`src/rtl/sbf_pkg.sv`:
```
package sbf_pkg;

  typedef enum logic [1:0] {
    SZ_BYTE = 2'd0,
    SZ_HALF = 2'd1,
    SZ_WORD = 2'd2,
    SZ_RSVD = 2'd3
  } acc_size_e;

  typedef enum logic [1:0] {
    RES_CACHE  = 2'd0,
    RES_FWD    = 2'd1,
    RES_REPLAY = 2'd2,
    RES_WAIT   = 2'd3
  } res_kind_e;

  // Natural alignment of an access, judged on its two low address bits.
  function automatic logic size_aligned(input logic [1:0] lo, input logic [1:0] sz);
    case (sz)
      SZ_BYTE: return 1'b1;
      SZ_HALF: return (lo[0] == 1'b0);
      SZ_WORD: return (lo == 2'b00);
      default: return 1'b0;
    endcase
  endfunction

endpackage

```
`src/rtl/sbf_queue.sv`:
```
module sbf_queue #(
  parameter int DEPTH = 8,
  parameter int AW    = 32,
  parameter int DW    = 32,
  localparam int PTRW = $clog2(DEPTH)
) (
  input  logic            clk,
  input  logic            rst_n,
  input  logic            push,
  input  logic [AW-1:0]   push_addr,
  input  logic [1:0]      push_size,
  input  logic [DW-1:0]   push_data,
  input  logic            wr_ready,
  output logic            full,
  output logic            pop,
  output logic [DEPTH-1:0] ent_valid,
  output logic [AW-1:0]   ent_addr [DEPTH],
  output logic [1:0]      ent_size [DEPTH],
  output logic [DW-1:0]   ent_data [DEPTH],
  output logic [PTRW-1:0] tail_ptr,
  output logic            wr_valid,
  output logic [AW-1:0]   wr_addr,
  output logic [1:0]      wr_size,
  output logic [DW-1:0]   wr_data
);

  logic [PTRW-1:0]  head_q, tail_q;
  logic [DEPTH-1:0] valid_q, valid_d;

  assign full      = valid_q[tail_q];
  assign wr_valid  = valid_q[head_q];
  assign pop       = wr_valid && wr_ready;
  assign ent_valid = valid_q;
  assign tail_ptr  = tail_q;
  assign wr_addr   = ent_addr[head_q];
  assign wr_size   = ent_size[head_q];
  assign wr_data   = ent_data[head_q];

  always_comb begin
    valid_d = valid_q;
    if (pop)  valid_d[head_q] = 1'b0;
    if (push) valid_d[tail_q] = 1'b1;
  end

  always_ff @(posedge clk) begin
    if (!rst_n) begin
      head_q  <= '0;
      tail_q  <= '0;
      valid_q <= '0;
    end else begin
      valid_q <= valid_d;
      if (push) tail_q <= tail_q + 1'b1;
      if (pop)  head_q <= head_q + 1'b1;
    end
  end

  always_ff @(posedge clk) begin
    if (push) begin
      ent_addr[tail_q] <= push_addr;
      ent_size[tail_q] <= push_size;
      ent_data[tail_q] <= push_data;
    end
  end

endmodule

```
`src/rtl/sbf_probe.sv`:
```
module sbf_probe #(
  parameter int DEPTH = 8,
  parameter int AW    = 32,
  parameter int PW    = 12,
  parameter int OFF   = 2,
  localparam int PTRW = $clog2(DEPTH)
) (
  input  logic             clk,
  input  logic             rst_n,
  input  logic             probe_fire,
  input  logic [AW-1:0]    ld_addr,
  input  logic [1:0]       ld_size,
  input  logic [DEPTH-1:0] ent_valid,
  input  logic [AW-1:0]    ent_addr [DEPTH],
  input  logic [PTRW-1:0]  tail_ptr,
  output logic             phit_any,
  output logic             s1_valid,
  output logic [DEPTH-1:0] s1_mask,
  output logic [AW-1:0]    s1_addr,
  output logic [1:0]       s1_size,
  output logic [PTRW-1:0]  s1_tail
);

  function automatic logic [PW-1:0] part_key(input logic [AW-1:0] a);
    return a[OFF +: PW];
  endfunction

  logic [DEPTH-1:0] phit;

  for (genvar i = 0; i < DEPTH; i++) begin : g_key
    assign phit[i] = ent_valid[i] && (part_key(ent_addr[i]) == part_key(ld_addr));
  end

  assign phit_any = |phit;

  always_ff @(posedge clk) begin
    if (!rst_n) begin
      s1_valid <= 1'b0;
      s1_mask  <= '0;
      s1_addr  <= '0;
      s1_size  <= '0;
      s1_tail  <= '0;
    end else begin
      s1_valid <= probe_fire && phit_any;
      if (probe_fire) begin
        s1_mask <= phit;
        s1_addr <= ld_addr;
        s1_size <= ld_size;
        s1_tail <= tail_ptr;
      end
    end
  end

endmodule

```
`src/rtl/sbf_confirm.sv`:
```
module sbf_confirm import sbf_pkg::*; #(
  parameter int DEPTH = 8,
  parameter int AW    = 32,
  parameter int DW    = 32,
  parameter int OFF   = 2,
  localparam int PTRW = $clog2(DEPTH)
) (
  input  logic [DEPTH-1:0] s1_mask,
  input  logic [AW-1:0]    s1_addr,
  input  logic [1:0]       s1_size,
  input  logic [PTRW-1:0]  s1_tail,
  input  logic [AW-1:0]    ent_addr [DEPTH],
  input  logic [1:0]       ent_size [DEPTH],
  input  logic [DW-1:0]    ent_data [DEPTH],
  output logic             conf_found,
  output logic [1:0]       conf_kind,
  output logic [DW-1:0]    conf_data
);

  function automatic logic [AW-OFF-1:0] word_key(input logic [AW-1:0] a);
    return a[AW-1:OFF];
  endfunction

  // Slot k places behind the captured tail (k = 1 is the youngest).
  function automatic logic [PTRW-1:0] back_idx(input logic [PTRW-1:0] t, input int k);
    return t - PTRW'(k);
  endfunction

  logic [PTRW-1:0] sel;
  logic            exact;

  always_comb begin
    conf_found = 1'b0;
    sel        = '0;
    for (int k = 1; k <= DEPTH; k++) begin
      if (!conf_found && s1_mask[back_idx(s1_tail, k)] &&
          word_key(ent_addr[back_idx(s1_tail, k)]) == word_key(s1_addr)) begin
        conf_found = 1'b1;
        sel        = back_idx(s1_tail, k);
      end
    end
  end

  assign exact = (ent_addr[sel] == s1_addr) && (ent_size[sel] == s1_size) &&
                 size_aligned(s1_addr[1:0], s1_size);

  always_comb begin
    conf_data = '0;
    if (!conf_found)  conf_kind = RES_REPLAY;
    else if (exact) begin
      conf_kind = RES_FWD;
      conf_data = ent_data[sel];
    end else          conf_kind = RES_WAIT;
  end

endmodule

```
`src/rtl/store_fwd_buffer.sv`:
```
module store_fwd_buffer import sbf_pkg::*; #(
  parameter int DEPTH = 8,
  parameter int AW    = 32,
  parameter int DW    = 32,
  parameter int PW    = 12
) (
  input  logic          clk,
  input  logic          rst_n,
  input  logic          st_valid,
  output logic          st_ready,
  input  logic [AW-1:0] st_addr,
  input  logic [1:0]    st_size,
  input  logic [DW-1:0] st_data,
  input  logic          ld_valid,
  output logic          ld_ready,
  input  logic [AW-1:0] ld_addr,
  input  logic [1:0]    ld_size,
  output logic          res_valid,
  output logic [1:0]    res_kind,
  output logic [DW-1:0] res_data,
  output logic          wr_valid,
  input  logic          wr_ready,
  output logic [AW-1:0] wr_addr,
  output logic [1:0]    wr_size,
  output logic [DW-1:0] wr_data
);

  localparam int PTRW = $clog2(DEPTH);
  localparam int OFF  = $clog2(DW / 8);

  // Named internal events, visible to the bound checker.
  logic             full, push, pop, probe_fire, phit_any;
  logic             s1_valid, conf_found;
  logic [DEPTH-1:0] ent_valid, s1_mask;
  logic [AW-1:0]    ent_addr [DEPTH];
  logic [1:0]       ent_size [DEPTH];
  logic [DW-1:0]    ent_data [DEPTH];
  logic [PTRW-1:0]  tail_ptr, s1_tail;
  logic [AW-1:0]    s1_addr;
  logic [1:0]       s1_size, conf_kind;
  logic [DW-1:0]    conf_data;

  assign st_ready   = !full;
  assign push       = st_valid && st_ready;
  assign ld_ready   = !s1_valid;
  assign probe_fire = ld_valid && ld_ready;

  sbf_queue #(.DEPTH(DEPTH), .AW(AW), .DW(DW)) u_queue (
    .clk(clk), .rst_n(rst_n), .push(push), .push_addr(st_addr),
    .push_size(st_size), .push_data(st_data), .wr_ready(wr_ready),
    .full(full), .pop(pop), .ent_valid(ent_valid), .ent_addr(ent_addr),
    .ent_size(ent_size), .ent_data(ent_data), .tail_ptr(tail_ptr),
    .wr_valid(wr_valid), .wr_addr(wr_addr), .wr_size(wr_size), .wr_data(wr_data)
  );

  sbf_probe #(.DEPTH(DEPTH), .AW(AW), .PW(PW), .OFF(OFF)) u_probe (
    .clk(clk), .rst_n(rst_n), .probe_fire(probe_fire), .ld_addr(ld_addr),
    .ld_size(ld_size), .ent_valid(ent_valid), .ent_addr(ent_addr),
    .tail_ptr(tail_ptr), .phit_any(phit_any), .s1_valid(s1_valid),
    .s1_mask(s1_mask), .s1_addr(s1_addr), .s1_size(s1_size), .s1_tail(s1_tail)
  );

  sbf_confirm #(.DEPTH(DEPTH), .AW(AW), .DW(DW), .OFF(OFF)) u_confirm (
    .s1_mask(s1_mask), .s1_addr(s1_addr), .s1_size(s1_size), .s1_tail(s1_tail),
    .ent_addr(ent_addr), .ent_size(ent_size), .ent_data(ent_data),
    .conf_found(conf_found), .conf_kind(conf_kind), .conf_data(conf_data)
  );

  always_ff @(posedge clk) begin
    if (!rst_n) begin
      res_valid <= 1'b0;
      res_kind  <= RES_CACHE;
      res_data  <= '0;
    end else begin
      res_valid <= s1_valid || (probe_fire && !phit_any);
      res_kind  <= s1_valid ? conf_kind : RES_CACHE;
      res_data  <= s1_valid ? conf_data : '0;
    end
  end

endmodule

```
`config.mk`:
```
export PLATFORM = sky130hd
export DESIGN_NAME = store_fwd_buffer
export DESIGN_NICKNAME = d
export VERILOG_FILES = /design/src/rtl/sbf_pkg.sv /design/src/rtl/sbf_queue.sv /design/src/rtl/sbf_probe.sv /design/src/rtl/sbf_confirm.sv /design/src/rtl/store_fwd_buffer.sv
export SDC_FILE = /design/constraint.sdc
export NUM_CORES = 2
export LEC_CHECK = 0
export CAP_MARGIN = 10
export CORE_ASPECT_RATIO = 1.4
export CORE_MARGIN = 8
export CORE_UTILIZATION = 25
export DETAILED_ROUTE_END_ITERATION = 10
export DONT_BUFFER_PORTS = 1
export HOLD_SLACK_MARGIN = 0.02
export PLACE_DENSITY_LB_ADDON = 0.2
export SYNTH_ARGS = -nofsm -noshare
export SYNTH_HDL_FRONTEND = slang
export SYNTH_SLANG_ARGS = --single-unit
```
`constraint.sdc`:
```
create_clock -name clk -period 19.4 [get_ports clk]
set_input_delay 0 -clock clk [delete_from_list [all_inputs] [get_ports clk]]
set_output_delay 0 -clock clk [all_outputs]
set_load 0.1 [all_outputs]
```
Word-level counts from Yosys, hierarchy flattened
Index checks and enable logic that the tools add are counted.

Flip-flop bits (word level): 623. Input bits: 105. Output and inout port bits: 104. Logic and storage cells: 248.

Add/subtract/negate cells: 9. $lt $le $gt $ge: 24. Equal/unequal tests: 20. Multiplexer cells: 94. Bitwise operators: 15. Reduce and logical (&&, ||, !) cells: 50.

Operators by type and width (number): 32-bit binary-select mux with 3-bit select (12); 32-bit two-way mux (25); 256-bit bitwise mux (2); 30-bit equality test (8); 32-bit demux with 3-bit select (1); 12-bit equality test (8); 4-bit greater-or-equal comparator (second input constant) (11); 3-bit inverter with 4-bit output (11); 3-bit by 4-bit < comparator with 1-bit output (second input constant) (10); 1-bit logical AND (33); 32-bit equality test (1); 1-bit binary-select mux with 3-bit select (10); 3-bit two-way mux (8); 1-bit two-way mux (20); 16-bit bitwise mux (1); 8-bit two-way mux (2); 2-bit two-way mux (7); 2-bit binary-select mux with 3-bit select (2); 3-bit subtractor (second input constant) (4); 1-bit zero test (10); 8-bit bitwise AND (1); 8-bit inverter (1); 8-bit OR (1); 8-bit OR reduction (1); other kinds (17) (22).

Logic depth before layout (Yosys ltp)
Depth after elaboration: 45. Depth in mapped cells: 34. Mapped depth without buffers: 19.

Cells and area by module
Synthesis repeated with hierarchy kept, for this count alone.

Cell total of the unflattened synthesis: 3826. Area total of the unflattened synthesis: 45553.7 um^2.

Modules (own cells, without submodules): sbf_confirm (times used 1, cells an instance 2587, area an instance 20947.6 um^2, sequential area each 0.0 um^2); sbf_queue (times used 1, cells an instance 859, area an instance 20628.5 um^2, sequential area each 16135.5 um^2); sbf_probe (times used 1, cells an instance 299, area an instance 2977.9 um^2, sequential area each 920.9 um^2); store_fwd_buffer (times used 1, cells an instance 81, area an instance 999.7 um^2, sequential area each 700.7 um^2).

Worst setup path after synthesis
OpenSTA, ideal clock, no wires.

Kind: register to register. From: reg u_queue.tail_q[1], in the netlist u_queue.tail_ptr[1]. To: reg u_queue.ent_addr[224] (netlist bit), enable pin. Library setup time: 573 ps. Arrival time: 7957 ps. Required time: 18827 ps. Setup slack: 10869 ps. Cell stages (with the launch flop): 7. Path buffers: 1. Period minus slack after synthesis: 8531 ps. Cell sequence: dfxtp_1 -> clkbuf_1 -> mux4_2 -> mux2i_1 -> nand2_1 -> or2_2 -> nor3_1.

Word-level cells in the longest chain between the ends: 4.

RTL lines: start, declared (line sbf_queue.sv:27) `logic [PTRW-1:0] head_q, tail_q;`; start signal, assigned (line sbf_queue.sv:52) `if (push) tail_q <= tail_q + 1'b1;`; 1-bit binary-select mux with 3-bit select (line sbf_queue.sv:30) `assign full = valid_q[tail_q];`; 1-bit two-way mux (not written as such) (line sbf_queue.sv:30); 1-bit zero test (line store_fwd_buffer.sv:43) `assign st_ready = !full;`; via st_ready (line store_fwd_buffer.sv:10) `output logic st_ready,`; 1-bit logical AND (line store_fwd_buffer.sv:44) `assign push = st_valid && st_ready;`; end signal, assigned by index (line sbf_queue.sv:59) `ent_addr[tail_q] <= push_addr;`; end, declared (line sbf_queue.sv:17) `output logic [AW-1:0] ent_addr [DEPTH],`.

The timed path passes the listed nets, and every way through them passes these cells. The select of a mux whose other input is x is not followed. A chain may end at the register's enable or synchronous reset.

Final worst setup path
From: reg u_probe.s1_tail[0]. To: reg res_data[29].

Word-level cells in the longest chain between the ends: 44. Elaborated cells on any way between the ends: 116. Classes of those cells: add/sub (7); eq/ne (10); mux (65); bitwise (9); reduce/logical (25).

RTL lines: start, declared (line sbf_probe.sv:21) `output logic [PTRW-1:0] s1_tail`; start signal, assigned (line sbf_probe.sv:49) `s1_tail <= tail_ptr;`; 3-bit by 1-bit subtractor with 3-bit output (line sbf_confirm.sv:26) `return t - PTRW'(k);`; 3-bit inverter with 4-bit output (not written as such) (line sbf_confirm.sv:37) `word_key(ent_addr[back_idx(s1_tail, k)]) == word_key(s1_addr)) begin`; 32-bit binary-select mux with 3-bit select (line sbf_confirm.sv:37); 32-bit two-way mux (not written as such) (2 in series) (line sbf_confirm.sv:37); 30-bit equality test (line sbf_confirm.sv:37); 1-bit logical AND (line sbf_confirm.sv:36) `if (!conf_found && s1_mask[back_idx(s1_tail, k)] &&`; 1-bit two-way mux (line sbf_confirm.sv:36); 1-bit zero test (line sbf_confirm.sv:36); [... 24 more ...]; 1-bit logical AND (2 in series) (line sbf_confirm.sv:36); 3-bit two-way mux (line sbf_confirm.sv:36); 3-bit inverter with 4-bit output (not written as such) (line sbf_confirm.sv:44, sbf_confirm.sv:52); 32-bit binary-select mux with 3-bit select / 2-bit binary-select mux with 3-bit select (equally long branches) (line sbf_confirm.sv:44) `assign exact = (ent_addr[sel] == s1_addr) && (ent_size[sel] == s1_size) &&`; 32-bit two-way mux (not written as such) / 2-bit two-way mux (equally long branches) (2 in series) (line sbf_confirm.sv:44); 32-bit equality test / 2-bit equality test (equally long branches) (line sbf_confirm.sv:44); 1-bit logical AND (2 in series) (line sbf_confirm.sv:44); 4-bit AND reduction (no line); end signal, assigned (line store_fwd_buffer.sv:77) `res_data <= s1_valid ? conf_data : '0;`; end, declared (line store_fwd_buffer.sv:20) `output logic [DW-1:0] res_data,`.

Parallel ways exist; a longest one is shown, timed or not. The select of a mux whose other input is x is not followed.

==> out/results.txt <==
Hold path depth: 3
Via count of the routed design: 35,600
DRT Pass-1 Iters: 6
CTS Buf Count: 69
Synth Area per Inst: 11.8 um^2
Final Cycle Share: 56.4%
Clk_skew: 0.0245 ns
RD Place Congestion: 1.06
Crit end category: flop
Synth unique cells: 107
Async set-or-reset flop fraction in the synthesized netlist: 0%
HP Start: ld_addr[25]
Mapped Nets: 3,852
Area contributors post-synth: edfxtp_1 (36%), mux4_2 (19%), xnor2_1 (5.1%)
CP startpoint: u_probe.s1_tail[0]
NumNets Final: 3,896
Biggest area consumer among synthesized cells: edfxtp_1
Hold crit path type: in2reg
Total core area: 176,000 um^2
WL/cell: 37.3 um
CP Data Arrival Time: 11.48 ns
Pleak: 0.0156 uW
CTS H-tree lvls: 3
TNS Setup: 0 ns
Reg2reg setup slack: 8.46 ns
Largest net degree at the start of global routing: 144
Clock Latency Late Sink: 0.69 ns
Reg2reg start: u_probe.s1_tail[0]
Root buffer cell: clkbuf_16
Max VDD drop: 66.9 uV
Syn Std Cell Area: 44,200 um^2
Yosys reg bits: 623
Non-Filler Instances: 6,158
DRC viols: 0
Seq/Total Area, Yosys: 40.2%
Post-synthesis cell count: 3,743
Vias per cell: 5.79
Worst r2r path cells: 22
DRT antenna net count: 0
Die Span X: 371 um
Final setup viols: 0
EDFF count, synth: 528
Fillers: 18,000
Iteration-0 DRC Markers: 3,458
Unrepaired setup endpoints after global routing: false
Max-Cap Viols: 0
Starting Density: 25.2%
Initial antenna violation count: 25
Global Route Usage Sum: 23.4%
Vias in the first global route: 35,800
Placed cell count: 5,851
Area Overhead vs Synth: 14.7%
Hpwl dp: 171,000 um
Die area: 191,000 um^2
Top cell type's share of synthesized area: 35.9%
Ys Warns: 0
Clock buffer depth: 3
Clock slew at reported path FFs: 0.06 ns
Primary FF master, synth: edfxtp_1
Final hold violations: 0
Port bufs: 0
R2r endpoint: res_data[29]
WHS: 0.0970 ns
Worst Path Max Fanout: 49
Power Dens Cells: 76.7 nW/um^2
Fin. max-slew vios: 0
Total gr overflow: 0
Worst slew pin tran: 1.39 ns
CP startpoint kind: flop
Max-slew headroom: 6.53%
Peak Freq: 91.4 MHz
I/O pins: 209
Hold Path End: u_probe.s1_addr[25]
Outcome: finished, final reports clean
Rows: 182
Minimum clock period: 10.94 ns
CTS sink count: 623
Die Ht: 513 um
CTS tree: done
Critical setup path kind: reg2reg
Total Wirelength: 230,000 um
WP data required: 19.94 ns
Layout cells sized above 1: 22.0%
First-pass GRT wire length: 311,000 um
-- stage by stage --
stage	setup WS [ns]	utilization [%]	cell area, um^2	total power [uW]
6_report	8.46	28.9	50700	3880
5_1_grt	8.16	28.8	50600	3990
4_1_cts	8.70	28.8	50600	3920
3_5_place_dp	8.70	26.5	46600	2480
3_3_place_gp	8.71	26.5	46600	2480
2_1_floorplan	10.87	-	44200	2170
-- worst max path at each step --
stage	slack, ns	end	cells after the start
after detailed placement	8.70	res_kind[1]	23
after floorplan	10.87	u_queue.ent_addr[224]	6
after global routing	8.16	res_data[29]	23
after global placement	8.71	res_kind[1]	24
after CTS	8.70	res_kind[1]	23
final	8.46	res_data[29]	22
-- report_power, final --
part	total [uW]	internal (uW)	switching [uW]
sequential	1550	1490	59.7
clock	1370	798	576
combinational	959	288	670
total	3880	2580	1310
-- flip-flops by register name, summed over array words and instances (netlist names), 2 cells and up --
register           count
u_probe.s1_mask        8
u_probe.s1_addr       32
u_queue.head_q         3
u_queue.ent_addr     256
u_queue.ent_data     256
u_queue.ent_size      16
res_kind               2
u_probe.s1_size        2
res_data              32
u_queue.tail_ptr       3
u_probe.s1_tail        3
u_queue.ent_valid      8
-- critical path: stages (launching register included) --
cell	delay (ns)
dfxtp_4	0.81
inv_2	0.46
ha_4	0.75
buf_4	0.63
buf_4	0.64
mux2i_1	0.15
a221oi_1	0.90
o21ai_0	0.21
o22ai_1	0.49
nand3_1	0.22
nor4_4	0.81
nor3_1	0.28
a32oi_2	0.44
nand2_2	0.24
nand2_8	0.46
mux4_2	0.58
xnor2_1	0.49
and4b_1	0.26
nor3_1	0.68
nor3_2	0.19
o2111ai_4	0.15
buf_4	0.53
nor3_1	0.11
-- placed cells by master, fill, tap and decap left out, types with 14 or more instances in the layout --
master	Yosys	final
a211oi_1	46	46
a21boi_0	51	51
a21oi_1	81	81
a221oi_1	15	15
a22oi_1	52	52
a31oi_1	46	46
and2_1	18	18
and3_1	19	19
buf_4	29	118
clkbuf_1	134	18
clkbuf_16	0	70
clkbuf_8	0	15
clkinv_1	12	15
dfxtp_1	95	89
diode_2	0	16
dlygate4sd3_1	0	163
edfxtp_1	528	528
inv_1	31	30
mux2_2	133	133
mux2i_1	211	210
mux4_2	372	372
nand2_1	520	518
nand2b_1	38	38
nand3_1	99	99
nand4_1	81	81
nor2_1	157	149
nor2b_1	27	25
nor3_1	45	43
nor3_2	32	34
nor4_1	30	29
o2111ai_1	14	14
o211ai_1	15	15
o21a_1	20	20
o21ai_0	65	65
o22ai_1	39	38
xnor2_1	258	256
-- per-layer routing --
metal	global-route usage, %	vias up	share of wire (%)
met5	0	-	0.036
met4	17.0	12	8.7
met3	5.06	597	7.1
met2	39.0	1736	48
met1	26.2	18500	36
li1	-	14800	-
-- area by class of cell --
cell class	count	area, um^2	area share (%)
Timing Repair Buffer	284	2580	5.10
Sequential cell	623	17800	35.1
Antenna cell	16	40.0	0.0790
Multi-Input combinational cell	2764	24900	49.1
Tap cell	2300	2880	5.68
Inverter	45	169	0.333
Clock buffer	103	2030	4.00
Clock inverter	23	323	0.637
-- cell families (layout without fill, tap and decap cells) --
family                   count (synthesis)  after routing  share of synthesized area (%)
XOR/XNOR                               269            269                           5.35
adder cells (fa/ha/maj)                  4              4                          0.113
buffers and inverters                  356            455                           4.02
AO/OA/AOI/OAI                          598            598                           9.88
AND/OR/NAND/NOR                       1176           1176                           13.3
other                                    0             16                              0
flip-flops                             623            623                           40.2
multiplexers                           717            717                           27.2
-- synthesized netlist by cell type (all sizes together) (51+ instances only) --
cell type	n
xnor2	259
mux2	134
a21oi	81
o21ai	72
nand2	522
buf	175
a21boi	51
a22oi	52
nor3	77
mux2i	211
dfxtp	95
nor2	157
clkbuf	135
mux4	372
edfxtp	528
nand3	99
nand4	81
-- timing repair --
action / 4_1_cts / 5_1_grt
resized for setup: 0 / 0
hold buffers: 164 / 0
endpoints found under the hold margin: 623 / 0
buffers inserted: 0 / 0
Note: power is estimated with default switching activity, not from simulation.
